<file path="src/rtl/clkpin_pkg.sv">
package clkpin_pkg;

    // Captured strap image; bit positions match pad_in.
    typedef struct packed {
        logic       mode_b;
        logic       mode_a;
        logic       sel24;
        logic [3:0] fs;
    } strap_t;

    localparam int STRAP_W  = $bits(strap_t);
    localparam int SHARED_N = 3;

    // Per-pad HT select for a mode pair; bit i belongs to shared pad i.
    function automatic logic [SHARED_N-1:0] ht_route(input logic a, input logic b);
        logic [SHARED_N-1:0] r;
        case ({a, b})
            2'b00:   r = 3'b011;
            2'b01:   r = 3'b111;
            2'b10:   r = 3'b000;
            default: r = 3'b001;
        endcase
        return r;
    endfunction

endpackage

</file>
<file path="src/rtl/clkpin_por_seq.sv">
module clkpin_por_seq #(
    parameter int POR_CYCLES  = 16,
    parameter int SAMPLE_LEAD = 4
) (
    input  logic clk,
    input  logic rst_n,
    input  logic vld_i,
    output logic sample_o,
    output logic oe_o,
    output logic release_o
);
    localparam int CW        = $clog2(POR_CYCLES + 1);
    localparam int SAMPLE_AT = POR_CYCLES - SAMPLE_LEAD;
    localparam logic [CW-1:0] LAST_C = CW'(POR_CYCLES);
    localparam logic [CW-1:0] AT_C   = CW'(SAMPLE_AT);

    typedef struct packed {
        logic [CW-1:0] cnt;
        logic          oe;
    } seq_t;

    seq_t q, d;

    always_comb begin
        d = q;
        if (q.cnt != LAST_C) begin
            d.cnt = q.cnt + 1'b1;
        end
        // turn-around trails the latch by one cycle
        d.oe = vld_i;
    end

    always_ff @(posedge clk or negedge rst_n) begin
        if (!rst_n) begin
            q <= '0;
        end else begin
            q <= d;
        end
    end

    assign sample_o  = (q.cnt == AT_C);
    assign oe_o      = q.oe;
    assign release_o = (q.cnt == LAST_C);


    release_sticky_chk: assert property (@(posedge clk) disable iff (!rst_n)
        release_o |=> release_o);


    sample_once_chk: assert property (@(posedge clk) disable iff (!rst_n)
        sample_o |=> !sample_o);

endmodule

</file>
<file path="src/rtl/clkpin_strap_latch.sv">
module clkpin_strap_latch
    import clkpin_pkg::*;
(
    input  logic               clk,
    input  logic               rst_n,
    input  logic               sample_i,
    input  logic [STRAP_W-1:0] pad_i,
    output strap_t             strap_o,
    output logic               vld_o
);
    typedef struct packed {
        strap_t strap;
        logic   vld;
    } lat_t;

    lat_t q, d;

    always_comb begin
        d = q;
        if (sample_i && !q.vld) begin
            d.strap = strap_t'(pad_i);
            d.vld   = 1'b1;
        end
    end

    always_ff @(posedge clk or negedge rst_n) begin
        if (!rst_n) begin
            q <= '0;
        end else begin
            q <= d;
        end
    end

    assign strap_o = q.strap;
    assign vld_o   = q.vld;


    capture_value_chk: assert property (@(posedge clk) disable iff (!rst_n)
        sample_i |=> (strap_o == $past(pad_i)));


    strap_frozen_chk: assert property (@(posedge clk) disable iff (!rst_n)
        vld_o |=> $stable(strap_o));

endmodule

</file>
<file path="src/rtl/clkpin_pin_mux.sv">
module clkpin_pin_mux
    import clkpin_pkg::*;
(
    input  logic                oe_i,
    input  logic                mode_a_i,
    input  logic                mode_b_i,
    input  logic [SHARED_N-1:0] ht_clk_i,
    input  logic [SHARED_N-1:0] pci_clk_i,
    input  logic [SHARED_N:0]   en_i,
    input  logic                sel24_i,
    input  logic                clk24_i,
    input  logic                clk48_i,
    output logic [SHARED_N-1:0] sel_ht_o,
    output logic [SHARED_N-1:0] shared_o,
    output logic                out2448_o
);
    always_comb begin
        sel_ht_o = ht_route(mode_a_i, mode_b_i);
    end

    for (genvar i = 0; i < SHARED_N; i++) begin : g_pad
        logic src;
        always_comb begin
            src         = sel_ht_o[i] ? ht_clk_i[i] : pci_clk_i[i];
            shared_o[i] = src & en_i[i] & oe_i;
        end
    end

    always_comb begin
        out2448_o = (sel24_i ? clk24_i : clk48_i) & en_i[SHARED_N] & oe_i;
    end

endmodule

</file>
<file path="src/rtl/clkpin_strap_top.sv">
module clkpin_strap_top
    import clkpin_pkg::*;
#(
    parameter int POR_CYCLES  = 16,
    parameter int SAMPLE_LEAD = 4
) (
    input  logic                clk,
    input  logic                rst_n,
    input  logic [STRAP_W-1:0]  pad_in,
    output logic [STRAP_W-1:0]  pad_oe,
    output logic                rst_out_n,
    output logic [3:0]          fs_dflt,
    output logic                sel24_dflt,
    input  logic [SHARED_N-1:0] ht_clk,
    input  logic [SHARED_N-1:0] pci_clk,
    input  logic [SHARED_N:0]   out_en,
    input  logic                reg_sel24,
    input  logic                clk24,
    input  logic                clk48,
    output logic [SHARED_N-1:0] sel_ht,
    output logic [SHARED_N-1:0] shared_out,
    output logic                out_2448
);
    if (SAMPLE_LEAD < 2 || SAMPLE_LEAD >= POR_CYCLES) begin : g_bad_cfg
        $error("SAMPLE_LEAD must lie in [2, POR_CYCLES-1]");
    end

    logic   sample, vld, oe, released;
    strap_t strap;

    clkpin_por_seq #(
        .POR_CYCLES  (POR_CYCLES),
        .SAMPLE_LEAD (SAMPLE_LEAD)
    ) u_seq (
        .clk       (clk),
        .rst_n     (rst_n),
        .vld_i     (vld),
        .sample_o  (sample),
        .oe_o      (oe),
        .release_o (released)
    );

    clkpin_strap_latch u_lat (
        .clk      (clk),
        .rst_n    (rst_n),
        .sample_i (sample),
        .pad_i    (pad_in),
        .strap_o  (strap),
        .vld_o    (vld)
    );

    clkpin_pin_mux u_mux (
        .oe_i      (oe),
        .mode_a_i  (strap.mode_a),
        .mode_b_i  (strap.mode_b),
        .ht_clk_i  (ht_clk),
        .pci_clk_i (pci_clk),
        .en_i      (out_en),
        .sel24_i   (reg_sel24),
        .clk24_i   (clk24),
        .clk48_i   (clk48),
        .sel_ht_o  (sel_ht),
        .shared_o  (shared_out),
        .out2448_o (out_2448)
    );

    assign pad_oe     = {STRAP_W{oe}};
    assign rst_out_n  = released;
    assign fs_dflt    = strap.fs;
    assign sel24_dflt = strap.sel24;


    oe_after_latch_chk: assert property (@(posedge clk) disable iff (!rst_n)
        $rose(oe) |-> $past(vld));


    no_drive_while_sampling_chk: assert property (@(posedge clk) disable iff (!rst_n)
        sample |-> !oe);


    release_after_drive_chk: assert property (@(posedge clk) disable iff (!rst_n)
        rst_out_n |-> (pad_oe == {STRAP_W{1'b1}}));


    quiet_until_drive_chk: assert property (@(posedge clk) disable iff (!rst_n)
        !oe |-> (shared_out == '0 && !out_2448));


    route_nesting_chk: assert property (@(posedge clk) disable iff (!rst_n)
        (sel_ht[2] |-> sel_ht[1]) and (sel_ht[1] |-> sel_ht[0]));

endmodule

</file>
<file path="config.mk">
export PLATFORM = sky130hd
export DESIGN_NAME = clkpin_strap_top
export DESIGN_NICKNAME = d
export VERILOG_FILES = /design/src/rtl/clkpin_pkg.sv /design/src/rtl/clkpin_por_seq.sv /design/src/rtl/clkpin_strap_latch.sv /design/src/rtl/clkpin_pin_mux.sv /design/src/rtl/clkpin_strap_top.sv
export SDC_FILE = /design/constraint.sdc
export NUM_CORES = 1
export LEC_CHECK = 0
export ABC_AREA = 1
export ABC_CLOCK_PERIOD_IN_PS = 2850
export BUFFER_PORTS_ARGS = -buffer_cell sky130_fd_sc_hd__buf_2
export CAP_MARGIN = 10
export CELL_PAD_IN_SITES_DETAIL_PLACEMENT = 1
export CELL_PAD_IN_SITES_GLOBAL_PLACEMENT = 2
export CORE_UTILIZATION = 24
export DETAILED_ROUTE_END_ITERATION = 7
export PLACE_DENSITY_LB_ADDON = 0.1
export SKIP_CTS_REPAIR_TIMING = 1
export SYNTH_ARGS = -nofsm -noshare
export SYNTH_HDL_FRONTEND = slang
export SYNTH_SLANG_ARGS = --single-unit
</file>
<file path="constraint.sdc">
create_clock -name clk -period 2.85 [get_ports clk]
set_clock_uncertainty 0.1 [all_clocks]
set_input_delay 0.1425 -clock clk [delete_from_list [all_inputs] [get_ports clk]]
set_output_delay 0.1425 -clock clk [all_outputs]
set_load 0.1 [all_outputs]
</file>
### Word level (Yosys, flattened, before mapping)

Cells that the tools add are included.

| word-level totals | value |
|---|---|
| output and inout bits | 20 |
| register bits | 14 |

| operators by class | value |
|---|---|
| reduce and logical (&&, ||, !) cells | 3 |
| multiplexer cells | 5 |
| eq/ne operators | 5 |
| $add $sub $neg | 1 |
| bitwise logic cells | 8 |

Operator list:

| kind | count |
|---|---|
| $pmux 3 s3 | 1 |
| $and 1x1->1 | 8 |
| $add 5x1->5 const B | 1 |
| $eq 5x4->1 const B | 1 |
| $eq 5x5->1 const B | 1 |
| $ne 5x5->1 const B | 1 |
| $mux 1 | 4 |
| $eq 2x1->1 const B | 1 |
| $eq 2x2->1 const B | 1 |
| $logic_not 2->1 | 1 |
| $logic_and 1x1->1 | 1 |
| $logic_not 1->1 | 1 |

### Logic depth before layout (Yosys ltp)

| depth | value |
|---|---|
| depth in word-level cells | 5 |
| depth in mapped cells | 7 |
| gate-level depth less buffers | 7 |

### Modules after synthesis

From an unflattened synthesis, not the netlist that was laid out.

| second synthesis, totals | value |
|---|---|
| cell total of the unflattened synthesis | 101 |
| area, all modules | 765.7 µm² |

By module, submodules not included:

| module | seq. area each (µm²) | area each (µm²) | cells each | times used |
|---|---|---|---|---|
| clkpin_strap_latch | 200.2 | 309.0 | 33 | 1 |
| clkpin_por_seq | 150.1 | 296.5 | 34 | 1 |
| clkpin_pin_mux | 0.0 | 107.6 | 27 | 1 |
| clkpin_strap_top | 0.0 | 52.6 | 7 | 1 |

### Least setup slack after synthesis

OpenSTA, ideal clock, no wires.

| timing | value |
|---|---|
| kind | reg-to-output |
| start | register u_lat.q (netlist bit u_lat.strap_o[5]) |
| end | output shared_out[2] |
| data arrival time | 3.191 ns |
| data required time | 2.608 ns |
| setup slack | -0.584 ns |
| cell stages (with the launch flop) | 6 |
| buffers on the path | 0 |
| cells stage by stage | dfrtp_1 -> inv_1 -> nand2_1 -> inv_1 -> nor2_1 -> nor2_1 |

| on the way | value |
|---|---|
| cells in the longest elaborated chain, start to end | 5 |
| elaborated cells between the ends (all ways) | 7 |
| classes of those cells | 2 x eq/ne; 2 x mux; 2 x bitwise; 1 x reduce/logical |

RTL lines:

| element | RTL line | RTL |
|---|---|---|
| start: declaration | clkpin_strap_latch.sv:16 | `lat_t q, d;` |
| start signal: assignment | clkpin_strap_latch.sv:28 | `q <= '0;` |
| start signal: assignment | clkpin_strap_latch.sv:30 | `q <= d;` |
| $eq 2x2->1 (tied with other cells) | clkpin_pkg.sv:17 | `case ({a, b})` |
| $pmux 3 s3 * | clkpin_pkg.sv:17 |  |
| via sel_ht[2] | clkpin_strap_top.sv:20 | `output logic [SHARED_N-1:0] sel_ht,` |
| $mux 1 * | clkpin_pin_mux.sv:24 | `src = sel_ht_o[i] ? ht_clk_i[i] : pci_clk_i[i];` |
| $and 1x1->1 * (2 in series) | clkpin_pin_mux.sv:25 | `shared_o[i] = src & en_i[i] & oe_i;` |
| end: declaration | clkpin_strap_top.sv:21 | `output logic [SHARED_N-1:0] shared_out,` |

Mark *: on every way through the listed nets, which the timed path passes. The rest lies on a longest branch.

### Worst setup path in the final report

| timing | value |
|---|---|
| start | register u_seq.q[1] in the netlist's numbering |
| end | output rst_out_n |

| on the way | value |
|---|---|
| cells in the longest elaborated chain, start to end | 1 |

RTL lines:

| element | RTL line | RTL |
|---|---|---|
| start: declaration | clkpin_por_seq.sv:22 | `seq_t q, d;` |
| start signal: assignment | clkpin_por_seq.sv:35 | `q <= '0;` |
| start signal: assignment | clkpin_por_seq.sv:37 | `q <= d;` |
| $eq 5x5->1 | clkpin_por_seq.sv:43 | `assign release_o = (q.cnt == LAST_C);` |
| end: declaration | clkpin_strap_top.sv:11 | `output logic rst_out_n,` |

Every way passes these cells.

==> impl_metrics.env <==
export IMPL_outcome="complete, but fails checks"
export IMPL_violations="hold timing"
export IMPL_tightest_slew_ns=0.490
export IMPL_nNetsFinal=156
export IMPL_antenna_found_initial=0
export IMPL_yosysWarnings=0
export IMPL_cp_end_kind="primary output"
export IMPL_cts_tree="done"
export IMPL_rsz0062_at_grt="false"
export IMPL_hold_viol_final=3
export IMPL_yosysSeqAreaShare_pct=45.9
export IMPL_overflow=0
export IMPL_cp_start_kind="register"
export IMPL_placedCellCount=170
export IMPL_r2r_cells=7
export IMPL_io_pins=42
export IMPL_cts_buffer_depth=2
export IMPL_routed_wl_um=1740
export IMPL_dieArea_mm2=0.00341
export IMPL_synth_cells=92
export IMPL_setup_viol=0
export IMPL_finalCritPeriodShare_pct=71.3
export IMPL_total_leakage_power_uw=0.000599
export IMPL_syn_nets=116
export IMPL_num_antenna_cells=0
export IMPL_track_usage_pct=10.5
export IMPL_max_freq_mhz=492
export IMPL_cts_buffers_inserted=3
export IMPL_cts_sinks=14
export IMPL_drc_errors=0
export IMPL_design_power_total_uw=465
export IMPL_drtPass1Iterations=2
export IMPL_final_cell_mix="41 x buf_2, 26 x nand2_1, 14 x dfrtp_1"
export IMPL_drive_above_1_share_pct=42.0
export IMPL_clk_pin_slew_worst_paths_ns=0.09
export IMPL_yosysUniqueCellTypes=18
export IMPL_peakVddDrop_uv=206
export IMPL_die_h_um=58.4
export IMPL_cp_required_ns=2.61
export IMPL_relSlewSlack_pct=67.6
export IMPL_grt_max_degree=15
export IMPL_final_common_cell="buf_2"
export IMPL_final_cells=175
export IMPL_grt_pass1_wl_um=2750
export IMPL_cts_htree_levels=1
export IMPL_worst_skew_pair_late_latency_ns=0.27
export IMPL_r2r_slack_ns=1.46
export IMPL_min_path_type="in2reg"
export IMPL_grt_pass1_vias=642
export IMPL_place_gp_congestion=0.823
export IMPL_port_buffers=41
export IMPL_core_area_mm2=0.00303
export IMPL_dp_hpwl_um=1380
export IMPL_ant_nets=0
export IMPL_die_w_um=58.4
export IMPL_timing_rr_end="u_lat.strap_o[6]"
export IMPL_cts_root_buf="clkbuf_4"
export IMPL_finalCriticalPeriod_ns=2.03
export IMPL_routedWlPerCell_um=9.95
export IMPL_crit_end="rst_out_n"
export IMPL_drt_iter0_markers=23
export IMPL_num_vias=708
export IMPL_ys_ff_latch=14
export IMPL_r2r_start="u_seq.q[1]"
export IMPL_slew_violations=0
export IMPL_worstPathArrival_ns=1.79
export IMPL_row_count=20
export IMPL_syn2layout_area_growth_pct=34.9
export IMPL_via_per_inst=4.05
export IMPL_start_util_pct=25.2
export IMPL_timing_hold_ws_ns=-0.00393
export IMPL_critPathMaxFanout=4
export IMPL_cp_startpoint="u_seq.q[1]"
export IMPL_critPathKind="reg2out"
export IMPL_synth_avg_cell_area_um2=8.30
export IMPL_maxCapViolations=0
export IMPL_syn_cell_area_um2=763
export IMPL_p_per_area_mw_per_mm2=451
## area by class of cell
| cell class | instances | area (um2) |
|---|---|---|
| Inverter | 10 | 37.5 |
| Timing Repair Buffer | 42 | 215 |
| Multi-Input combinational cell | 61 | 335 |
| Tap cell | 44 | 55.1 |
| Clock buffer | 4 | 36.3 |
| Fill cell | 397 | 2000 |
| Sequential cell | 14 | 350 |
## synth_stat cells
cell      instances  area [um2]
nand2_4           1        11.3
inv_2             2        7.51
nor3_1            2        10.0
nor2_2            1        6.26
nand2_2           1        6.26
a21oi_1           1        5.00
nand2_1          26        97.6
ha_1              2        25.0
nor2_1            9        33.8
dfrtp_1          14         350
buf_4             7        52.6
o21bai_1          2        15.0
xor2_1            1        8.76
nor2_8            1        20.0
nor2_4            1        11.3
nand3_1          11        55.1
inv_1             8        30.0
xnor2_1           2        17.5
## where the power goes
group          leakage, uW  switching, uW  internal [uW]  total, uW
logic             0.000414           92.3           24.2        117
clock network    0.0000210           64.1           77.5        142
registers         0.000164           3.26            204        207
total             0.000599            160            305        465
## worst min path at each step
stage,depth (start not counted),startpoint,end
3_5_place_dp,1,rst_n,u_lat.strap_o[1]
5_1_grt,3,pad_in[5],u_lat.strap_o[5]
3_3_place_gp,1,rst_n,u_lat.strap_o[1]
2_1_floorplan,0,rst_n,u_lat.strap_o[0]
6_report,3,pad_in[1],u_lat.strap_o[1]
4_1_cts,1,rst_n,u_seq.q[5]
## kinds of logic after synthesis
group,count (synthesis),synth area share (%)
AO/OA/AOI/OAI,3,2.62
XOR/XNOR,3,3.44
adder cells (fa/ha/maj),2,3.28
buffers and inverters,17,11.8
flip-flops,14,45.9
AND/OR/NAND/NOR,53,33.0
## flip-flops by register name, summed over array words and instances, names as in the netlist
signal and cells:
u_lat.strap_o 7, u_seq.q 5, u_lat.vld_o 1, u_seq.oe_o 1
## routing by layer
layer  wire [um]  vias up  GRT usage (%)
li1            -      355              -
met1         768      320           13.5
met2         813       31           17.7
met3         138        2           1.54
met4          21        0           4.08
met5           0        -              0
## stage by stage
stage	util, %	TNS, ns	cell area, um2	setup slack [ns]
floorplan	-	-0.156	776	-0.156
global placement	32.5	0	983	1.18
detailed placement	32.5	0	983	1.11
CTS	33.7	0	1020	0.792
global route	34.0	0	1030	0.655
finish	34.0	0	1030	0.818
## critical path, stage by stage (launching register included)
cell and delay [ns]:
dfrtp_1 0.42, inv_1 0.09, ha_1 0.14, inv_1 0.07, nor2_1 0.18, nand2_1 0.14, inv_2 0.07, buf_2 0.41
No activity file was read; power rests on OpenSTA's default activity.
